--- src/rtl/i2c_sync_arb_pkg.sv ---
package i2c_sync_arb_pkg;

  typedef enum logic [1:0] {
    PH_IDLE  = 2'd0,
    PH_LOW   = 2'd1,
    PH_HWAIT = 2'd2,
    PH_HIGH  = 2'd3
  } phase_t;

  // strobes from control to datapath
  typedef struct packed {
    logic loadLim;   // capture period counts
    logic cntClr;    // restart period counter
    logic useHigh;   // compare against high limit
    logic setLost;   // raise the sticky loss flag
  } dpCtl_t;

endpackage

--- src/rtl/i2c_sync_arb_dp.sv ---
module i2c_sync_arb_dp
  import i2c_sync_arb_pkg::*;
#(
  parameter int CNT_W      = 8,
  parameter int SYNC_DEPTH = 2
) (
  input  logic             clk,
  input  logic             rstN,
  input  logic             sclIn,
  input  logic             sdaIn,
  input  logic [CNT_W-1:0] lowCnt,
  input  logic [CNT_W-1:0] highCnt,
  input  logic             clrLost,
  input  dpCtl_t           ctl,
  output logic             sdaS,
  output logic             sclRise,
  output logic             sclFall,
  output logic             arbSample,
  output logic             cntDone,
  output logic             lostArb
);

  localparam logic [CNT_W-1:0] ONE = CNT_W'(1);

  function automatic logic [CNT_W-1:0] atLeastOne(input logic [CNT_W-1:0] v);
    return (v == '0) ? ONE : v;
  endfunction

  logic [SYNC_DEPTH-1:0] sclPipe, sdaPipe;
  logic                  sclS, sclPrev;
  logic [CNT_W-1:0]      lowLim, highLim, cntQ, curLim;
  logic                  lostQ;

  // bus synchronizers, idle level is high
  for (genvar g = 0; g < SYNC_DEPTH; g++) begin : g_sync
    if (g == 0) begin : g_first
      always_ff @(posedge clk or negedge rstN) begin
        if (!rstN) begin
          sclPipe[0] <= 1'b1;
          sdaPipe[0] <= 1'b1;
        end else begin
          sclPipe[0] <= sclIn;
          sdaPipe[0] <= sdaIn;
        end
      end
    end else begin : g_next
      always_ff @(posedge clk or negedge rstN) begin
        if (!rstN) begin
          sclPipe[g] <= 1'b1;
          sdaPipe[g] <= 1'b1;
        end else begin
          sclPipe[g] <= sclPipe[g-1];
          sdaPipe[g] <= sdaPipe[g-1];
        end
      end
    end
  end

  assign sclS = sclPipe[SYNC_DEPTH-1];
  assign sdaS = sdaPipe[SYNC_DEPTH-1];

  always_ff @(posedge clk or negedge rstN) begin
    if (!rstN) begin
      sclPrev   <= 1'b1;
      arbSample <= 1'b0;
    end else begin
      sclPrev   <= sclS;
      arbSample <= sclRise;
    end
  end

  assign sclRise = sclS & ~sclPrev;
  assign sclFall = ~sclS & sclPrev;

  // period limits, captured at start
  always_ff @(posedge clk or negedge rstN) begin
    if (!rstN) begin
      lowLim  <= ONE;
      highLim <= ONE;
    end else if (ctl.loadLim) begin
      lowLim  <= atLeastOne(lowCnt);
      highLim <= atLeastOne(highCnt);
    end
  end

  always_ff @(posedge clk or negedge rstN) begin
    if (!rstN)            cntQ <= '0;
    else if (ctl.cntClr)  cntQ <= '0;
    else                  cntQ <= cntQ + ONE;
  end

  assign curLim  = ctl.useHigh ? highLim : lowLim;
  assign cntDone = (cntQ == curLim - ONE);

  always_ff @(posedge clk or negedge rstN) begin
    if (!rstN)            lostQ <= 1'b0;
    else if (ctl.setLost) lostQ <= 1'b1;
    else if (clrLost)     lostQ <= 1'b0;
  end

  assign lostArb = lostQ;

  // flag holds until cleared
  a_r10_lost_sticky: assert property (@(posedge clk) disable iff (!rstN)
    (lostQ && !clrLost) |=> lostQ);

  // limits move only on a capture strobe
  a_r11_limits_hold: assert property (@(posedge clk) disable iff (!rstN)
    !ctl.loadLim |=> ($stable(lowLim) && $stable(highLim)));

  // low-phase counter never passes its limit
  a_r2_cnt_in_range: assert property (@(posedge clk) disable iff (!rstN)
    (!ctl.cntClr && !ctl.useHigh) |-> (cntQ < lowLim));

  // the sample point is a single-cycle pulse
  a_r6_sample_pulse: assert property (@(posedge clk) disable iff (!rstN)
    arbSample |=> !arbSample);

endmodule

--- src/rtl/i2c_sync_arb_ctrl.sv ---
module i2c_sync_arb_ctrl
  import i2c_sync_arb_pkg::*;
(
  input  logic   clk,
  input  logic   rstN,
  input  logic   startReq,
  input  logic   txBit,
  input  logic   sdaS,
  input  logic   sclRise,
  input  logic   sclFall,
  input  logic   arbSample,
  input  logic   cntDone,
  output dpCtl_t ctl,
  output logic   sclOe,
  output logic   sdaOe,
  output logic   bitStrobe,
  output logic   masterMode
);

  phase_t phase, phaseNext;
  logic   masterQ, masterNext;
  logic   lostNow;

  assign bitStrobe = arbSample && (phase == PH_HIGH);
  assign lostNow   = bitStrobe && masterQ && txBit && !sdaS;

  always_comb begin
    phaseNext  = phase;
    masterNext = masterQ;
    ctl        = '0;
    unique case (phase)
      PH_IDLE: begin
        ctl.cntClr = 1'b1;
        if (startReq) begin
          ctl.loadLim = 1'b1;
          masterNext  = 1'b1;
          phaseNext   = PH_LOW;
        end
      end
      PH_LOW: begin
        if (cntDone) begin
          ctl.cntClr = 1'b1;
          phaseNext  = PH_HWAIT;
        end
      end
      PH_HWAIT: begin
        ctl.cntClr = 1'b1;
        if (sclRise) phaseNext = PH_HIGH;
      end
      PH_HIGH: begin
        ctl.useHigh = 1'b1;
        if (lostNow) begin
          ctl.setLost = 1'b1;
          ctl.cntClr  = 1'b1;
          masterNext  = 1'b0;
          phaseNext   = PH_IDLE;
        end else if (sclFall || cntDone) begin
          ctl.cntClr = 1'b1;
          phaseNext  = PH_LOW;
        end
      end
      default: phaseNext = PH_IDLE;
    endcase
  end

  always_ff @(posedge clk or negedge rstN) begin
    if (!rstN) begin
      phase   <= PH_IDLE;
      masterQ <= 1'b0;
    end else begin
      phase   <= phaseNext;
      masterQ <= masterNext;
    end
  end

  assign sclOe      = (phase == PH_LOW);
  assign sdaOe      = masterQ && !txBit;
  assign masterMode = masterQ;

  // high counting starts only after an observed rise
  a_r3_high_after_rise: assert property (@(posedge clk) disable iff (!rstN)
    (phase == PH_HIGH && $past(phase) != PH_HIGH) |-> $past(sclRise));

  // a mismatch at the sample point leaves master mode
  a_r8_loss_exits: assert property (@(posedge clk) disable iff (!rstN)
    (bitStrobe && txBit && !sdaS) |=> (!masterQ && phase == PH_IDLE));

  // no clock drive while not master unless restarted
  a_r9_quiet_slave: assert property (@(posedge clk) disable iff (!rstN)
    (!masterQ && !startReq) |=> !sclOe);

endmodule

--- src/rtl/i2c_sync_arb.sv ---
module i2c_sync_arb
  import i2c_sync_arb_pkg::*;
#(
  parameter int CNT_W      = 8,
  parameter int SYNC_DEPTH = 2
) (
  input  logic             clk,
  input  logic             rstN,
  input  logic             sclIn,
  input  logic             sdaIn,
  input  logic             startReq,
  input  logic             txBit,
  input  logic [CNT_W-1:0] lowCnt,
  input  logic [CNT_W-1:0] highCnt,
  input  logic             clrLost,
  output logic             sclOe,
  output logic             sdaOe,
  output logic             bitStrobe,
  output logic             lostArb,
  output logic             masterMode
);

  dpCtl_t ctl;
  logic   sdaS, sclRise, sclFall, arbSample, cntDone;

  i2c_sync_arb_dp #(
    .CNT_W     (CNT_W),
    .SYNC_DEPTH(SYNC_DEPTH)
  ) dp_i (
    .clk      (clk),
    .rstN     (rstN),
    .sclIn    (sclIn),
    .sdaIn    (sdaIn),
    .lowCnt   (lowCnt),
    .highCnt  (highCnt),
    .clrLost  (clrLost),
    .ctl      (ctl),
    .sdaS     (sdaS),
    .sclRise  (sclRise),
    .sclFall  (sclFall),
    .arbSample(arbSample),
    .cntDone  (cntDone),
    .lostArb  (lostArb)
  );

  i2c_sync_arb_ctrl ctrl_i (
    .clk       (clk),
    .rstN      (rstN),
    .startReq  (startReq),
    .txBit     (txBit),
    .sdaS      (sdaS),
    .sclRise   (sclRise),
    .sclFall   (sclFall),
    .arbSample (arbSample),
    .cntDone   (cntDone),
    .ctl       (ctl),
    .sclOe     (sclOe),
    .sdaOe     (sdaOe),
    .bitStrobe (bitStrobe),
    .masterMode(masterMode)
  );

  // the datapath flag follows a control-detected mismatch
  a_r8_flag_raised: assert property (@(posedge clk) disable iff (!rstN)
    (bitStrobe && masterMode && txBit && !sdaS) |=> lostArb);

  // SDA drive never appears outside master mode
  a_r7_sda_master_only: assert property (@(posedge clk) disable iff (!rstN)
    sdaOe |-> masterMode);

endmodule

--- config.mk ---
export PLATFORM = sky130hd
export DESIGN_NAME = i2c_sync_arb
export DESIGN_NICKNAME = d
export VERILOG_FILES = /design/src/rtl/i2c_sync_arb_pkg.sv /design/src/rtl/i2c_sync_arb_dp.sv /design/src/rtl/i2c_sync_arb_ctrl.sv /design/src/rtl/i2c_sync_arb.sv
export SDC_FILE = /design/constraint.sdc
export NUM_CORES = 1
export LEC_CHECK = 0
export ABC_AREA = 1
export ABC_CLOCK_PERIOD_IN_PS = 3100
export BUFFER_PORTS_ARGS = -buffer_cell sky130_fd_sc_hd__buf_2
export CORE_MARGIN = 3
export CORE_UTILIZATION = 40
export CTS_BUF_LIST = sky130_fd_sc_hd__clkbuf_8 sky130_fd_sc_hd__clkbuf_16
export CTS_CLUSTER_DIAMETER = 200
export DETAILED_ROUTE_END_ITERATION = 8
export PLACE_DENSITY_LB_ADDON = 0.1
export SYNTH_ARGS = -nofsm -noshare
export SYNTH_HDL_FRONTEND = slang
export SYNTH_SLANG_ARGS = --single-unit
--- constraint.sdc ---
create_clock -name clk -period 3.1 [get_ports clk]
set_input_delay 0.155 -clock clk [delete_from_list [all_inputs] [get_ports clk]]
set_output_delay 0.155 -clock clk [all_outputs]
set_load 0.1 [all_outputs]
==> impl_metrics.ini, run 1 <==
[grt]
grt_overflow_total = 0
antenna_found_initial = 0
grtUsageTotal = 0.162
grt_pass1_wl_um = 7830
grt_pass1_vias = 1765
grt_max_degree = 35

[synth]
syn_area_mm2 = 0.00208
seq_area_frac_synth = 0.414
synth-main-ff-cell = dfrtp_1
synth-async-reset-ratio = 1.00
synth.avg_cell_area_um2 = 7.47
synth.distinct_cells = 26
netlist_instances = 278
synth_edf_count = 0
synthesis.nets = 307
ys_seq_elements = 34
ys.warnings.count = 0

[pwr]
swShare = 0.484
p_sw_uw = 1120
clkPwrFrac = 0.146
total_power_uw = 2310
leakagePower_uw = 0.00124
p_seq_frac = 0.307
p_int_uw = 1190
combPwrFrac = 0.547
power_density_mw_per_mm2 = 978
peakVddDrop_v = 0.000425

[clocking]
worstSkewPairLatency_ns = 0.29
path_clk_slew_ns = 0.07
cts_sinks = 34
cts_root_buf = clkbuf_8
cts_buffer_depth = 2
cts_tree = done
cts_setup_buffers = 0
cts-buffers-inserted = 5
htreeDepth = 2

[layout]
fin_area_mm2 = 0.00236
fill_cells = 519
final_common_cell = nand2_1
finalNetCount = 339
final_cell_mix = 86 x nand2_1, 46 x inv_1, 27 x dfrtp_1, 27 x buf_2, 24 x nand3_1
layout-drive-gt1-share = 0.206
final_cells = 378
area_growth_pct = 13.9
n_antenna_cell = 0

[placement]
post-place-cells = 367
port_buffers = 27
post_dp_cell_area_mm2 = 0.00224
dp_slack_ns = 0.267
place_congestion = 0.829
hpwl_um = 3490

[sta]
finalMaxSlewViolations = 0
period_minus_slack_ns = 2.67
slew_headroom = 0.495
fin_crit_sh = 0.861
rsz0062_at_grt = no
tightest_slew_ns = 0.758
finalSetupTns_ns = 0
worst_slack_ns = 0.431
report.final.setup_viol = 0
fin_skew_ns = 0.00632
hold_viol_final = 0
fmax_ghz = 0.375

[die]
rows = 25
die_area_mm2 = 0.00609
initial_core_util = 0.425
fp.coreArea_mm2 = 0.00488
io_pins = 28
die_h_um = 78.0
die_w_um = 78.0

[flow_run]
maxCapViolCount = 0

[critical_path]
worstPathCellList = ha_2, inv_6, nand2_1, nand2_2, ha_1, nand2_1, inv_1, nor2_1, nand3_1, a21oi_1, nand3_1, nor2_2, nand2_2, nand2_2, nand3_1, nand2_1, nand2_1
cp-end-kind = flip-flop
cp-startpoint = ctrl_i.phase[0]
crit_path_frequent_cell = nand2_1
r2r_start = ctrl_i.phase[0]
worst_path_max_delay_cell = dfrtp_1
max_stage_delay_ns = 0.44
worstPathRequired_ns = 3.28
start_kind = flip-flop
critPathKind = reg2reg
cp_max_fo = 14
arrival_ns = 2.85

[hold_path]
min_path_type = in2reg
hold_start = clrLost

[drt]
drt-initial-drc-count = 79
firstDrtPassIters = 4
drc = 0
wl_per_cell_um = 11.8
routed_wirelength_um = 4450
ant_nets = 0
vias = 1745
avgViaCountPerCell = 4.62

[status]
outcome = finished clean
==> registers in the layout (all words and copies together), names as in the netlist <==
register           flops
dp_i.lowLim            8
dp_i.sdaPipe           1
ctrl_i.phase           2
dp_i.lostArb           1
dp_i.highLim           8
ctrl_i.masterMode      1
dp_i.sclPipe           1
dp_i.sclS              1
dp_i.cntQ              8
dp_i.sclPrev           1
dp_i.arbSample         1
dp_i.sdaS              1
==> area by class of cell <==
| type | instances | area, µm² | share of cell area |
|---|---|---|---|
| inverter | 46 | 178 | 0.0751 |
| timing repair buffer | 31 | 173 | 0.0730 |
| tap | 67 | 83.8 | 0.0354 |
| sequential | 34 | 860 | 0.363 |
| multi-input combinational | 192 | 980 | 0.414 |
| clock inverter | 2 | 8.76 | 0.00370 |
| clock buffer | 6 | 82.6 | 0.0349 |
==> power groups by stage <==
stage	sequential (µW)	combinational [µW]	clock, µW
2_1_floorplan	713	1070	0
3_3_place_gp	719	1260	0
3_5_place_dp	719	1270	0
4_1_cts	711	1280	348
5_1_grt	732	1470	365
6_report	709	1270	338
==> synthesized netlist by cell type, types with 3 or more instances <==
master / instances / area share
xor2_1: 3 / 0.013
ha_1: 6 / 0.036
buf_6: 3 / 0.016
nand3_1: 24 / 0.058
inv_1: 45 / 0.081
nor2_1: 13 / 0.024
a21oi_1: 11 / 0.027
nor2_2: 4 / 0.012
nand4_1: 3 / 0.0090
nor4_1: 3 / 0.0090
nand2_1: 86 / 0.16
dfstp_2: 7 / 0.089
o21ai_0: 17 / 0.041
nand2_4: 6 / 0.033
nand2_2: 8 / 0.024
dfrtp_1: 27 / 0.33
==> what timing repair did <==
action,in CTS,in global routing
endpoints found under the hold margin,29,0
endpoints found under the setup margin,0,2
resized for setup,0,1
hold buffers,3,0
==> critical path, delay by kind of cell, from the launching register on <==
family                   cells  cell delay, ns
adder cells (fa/ha/maj)      2            0.68
buffers and inverters        2            0.17
flip-flops                   1            0.44
AND/OR/NAND/NOR             12            1.15
AO/OA/AOI/OAI                1            0.12
==> routing by layer <==
metal	vias up	GRT usage	share of wire
met3	9	0.0321	0.033
met5	-	0	0
met2	36	0.264	0.44
li1	926	-	-
met4	0	0.0682	0.020
met1	774	0.212	0.51
==> cells by family after synthesis <==
logic type / count (synthesis) / synth area share
compound gates: 31 / 0.0784
xor+xnor: 5 / 0.0247
fa+ha+maj: 6 / 0.0362
buf+inv: 52 / 0.115
flops: 34 / 0.414
simple gates: 150 / 0.332
==> per-stage QoR <==
step | hold WS, ns | util
after CTS | 0.0407 | 0.484
after global placement | 0.261 | 0.459
after global routing | 0.0716 | 0.485
after floorplan | -0.141 | -
final | 0.0526 | 0.485
after detailed placement | 0.262 | 0.459
==> worst paths after layout <==
kind	slack (ns)	end	depth (start not counted)
max	0.43	ctrl_i.phase[0]	17
min	0.05	dp_i.lostArb	2
max reg2reg	0.43	ctrl_i.phase[0]	17
min reg2reg	0.36	dp_i.sclS	0
max in group asynchronous	2.14	dp_i.lowLim[1]	2
min in group asynchronous	0.46	dp_i.cntQ[5]	2
No activity file was read; power rests on OpenSTA's default activity.
==> inputs of run 2 (changes only) <==
REMOVE_ABC_BUFFERS = 1   (was default)
==> run 2 against run 1 <==
Sequential cell count unchanged. Clock skew fell by 0.0028 ns. Critical endpoint is now ctrl_i.phase[1]. Total power grew 2.2%. Largest power group unchanged. Global-route usage up 0.53 points. Combinational power is essentially flat. Cell count stayed put. Highest routed layer unchanged.
==> impl_metrics.ini, run 2 (synthesized netlist as in run 1, its figures left out) <==
[layout]
finalNetCount = 339
layout-drive-gt1-share = 0.206
fill_cells = 504
fin_util = 0.488
largestRegisters = dp_i.cntQ (8), dp_i.highLim (8), dp_i.lowLim (8)
area_growth_pct = 14.7
final_cell_mix = 86 x nand2_1, 45 x inv_1, 27 x dfrtp_1, 27 x buf_2, 24 x nand3_1
final_common_cell = nand2_1
n_antenna_cell = 0

[drt]
ant_nets = 0
met3_length_um = 160
firstDrtPassIters = 4
routed_wirelength_um = 4400
met2_length_um = 1880
m1WireLength_um = 2260
vias = 1739
avgViaCountPerCell = 4.60
wl_per_cell_um = 11.6
highest_layer = met4
drc = 0
drt-initial-drc-count = 69

[sta]
report.final.setup_viol = 0
fin_skew_ns = 0.00352
rsz0062_at_grt = no
finalMaxSlewViolations = 0
fmax_ghz = 0.367
fin_crit_sh = 0.878
hold_viol_final = 0
finalSetupTns_ns = 0
tightest_slew_ns = 0.758
slew_headroom = 0.495
period_minus_slack_ns = 2.72

[clocking]
cts_sinks = 34
cts_buffer_depth = 2
cts_tree = done
path_clk_slew_ns = 0.07
htreeDepth = 2
worstSkewPairLatency_ns = 0.28
cts_root_buf = clkbuf_8
cts-buffers-inserted = 5
postCtsResizedCells = 0

[status]
outcome = finished clean

[critical_path]
worstPathRequired_ns = 3.28
arrival_ns = 2.90
cp_max_fo = 14
cp-end-kind = flip-flop
start_kind = flip-flop
critPathKind = reg2reg

[pwr]
leakagePower_uw = 0.00125
total_power_uw = 2360
power_density_mw_per_mm2 = 992
peakVddDrop_v = 0.000426

[die]
io_pins = 28
die_area_mm2 = 0.00609
die_h_um = 78.0
die_w_um = 78.0
initial_core_util = 0.425
rows = 25
fp.coreArea_mm2 = 0.00488

[hold_path]
min_path_type = in2reg

[placement]
place_congestion = 0.856
port_buffers = 27
hpwl_um = 3490

[grt]
antenna_found_initial = 0
grt_overflow_total = 0
grtUsageTotal = 0.168
grt_max_degree = 35
grt_pass1_vias = 1699
grt_pass1_wl_um = 8050

[flow_run]
maxCapViolCount = 0
[run 2: cell types whose count changed in the layout (fill, tap and decap cells not counted)]
cell	previous run	this run
ha_2	1	0
clkinv_2	1	0
clkbuf_8	6	8
ha_1	5	6
inv_1	46	45
[run 2: layer usage]
| layer | vias to the layer above | track usage |
|---|---|---|
| met4 | 0 | 0.0682 |
| met2 | 32 | 0.245 |
| met5 | - | 0 |
| li1 | 925 | - |
| met1 | 773 | 0.244 |
| met3 | 9 | 0.0321 |
[run 2: area by class of cell]
type	instances	area (µm²)	area share
inverter	46	178	0.0746
tap	67	83.8	0.0352
multi-input combinational	192	977	0.410
sequential	34	860	0.361
timing repair buffer	31	173	0.0725
clock buffer	8	110	0.0462
[run 2: timing repair]
item	in CTS	in global routing
setup buffers	0	0
hold buffers	3	0
hold endpoints to repair	29	0
[run 2: critical path, stage by stage, from the launching register on]
cell and delay [ns]:
dfrtp_1 0.43, ha_1 0.44, inv_6 0.15, nand2_1 0.12
nand2_2 0.07, ha_1 0.31, nand2_1 0.06, inv_1 0.04
nor2_1 0.07, nand3_1 0.08, a21oi_1 0.12, nand3_1 0.09
nor2_2 0.12, nand2_2 0.08, nand2_2 0.17, nand3_1 0.12
nand2_1 0.07, nand2_1 0.05
[run 2: report_power, final]
| part | switching (µW) | internal, µW |
|---|---|---|
| combinational | 854 | 418 |
| sequential | 114 | 597 |
| clock | 156 | 224 |
| total | 1120 | 1240 |
[run 2: worst paths after layout]
| path | end | start | slack (ns) | depth (start not counted) |
|---|---|---|---|---|
| max in group asynchronous | ctrl_i.phase[1] | rstN | 2.14 | 2 |
| hold reg to reg | dp_i.sclS | dp_i.sclPipe[0] | 0.36 | 0 |
| hold / removal | dp_i.lostArb | clrLost | 0.05 | 2 |
| setup reg to reg | ctrl_i.phase[1] | ctrl_i.phase[0] | 0.38 | 17 |
| setup / recovery | ctrl_i.phase[1] | ctrl_i.phase[0] | 0.38 | 17 |
| min in group asynchronous | dp_i.lowLim[6] | rstN | 0.48 | 2 |
[run 2: per-stage QoR]
step / std cells / hold slack, ns / area [µm²] / setup WS (ns)
global route: 378 / 0.0573 / 2380 / 0.0992
finish: 378 / 0.0495 / 2380 / 0.378
global placement: 367 / 0.261 / 2240 / 0.449
detailed placement: 367 / 0.262 / 2240 / 0.393
floorplan: 272 / -0.141 / 2010 / 0.499
CTS: 378 / 0.0393 / 2380 / 0.372
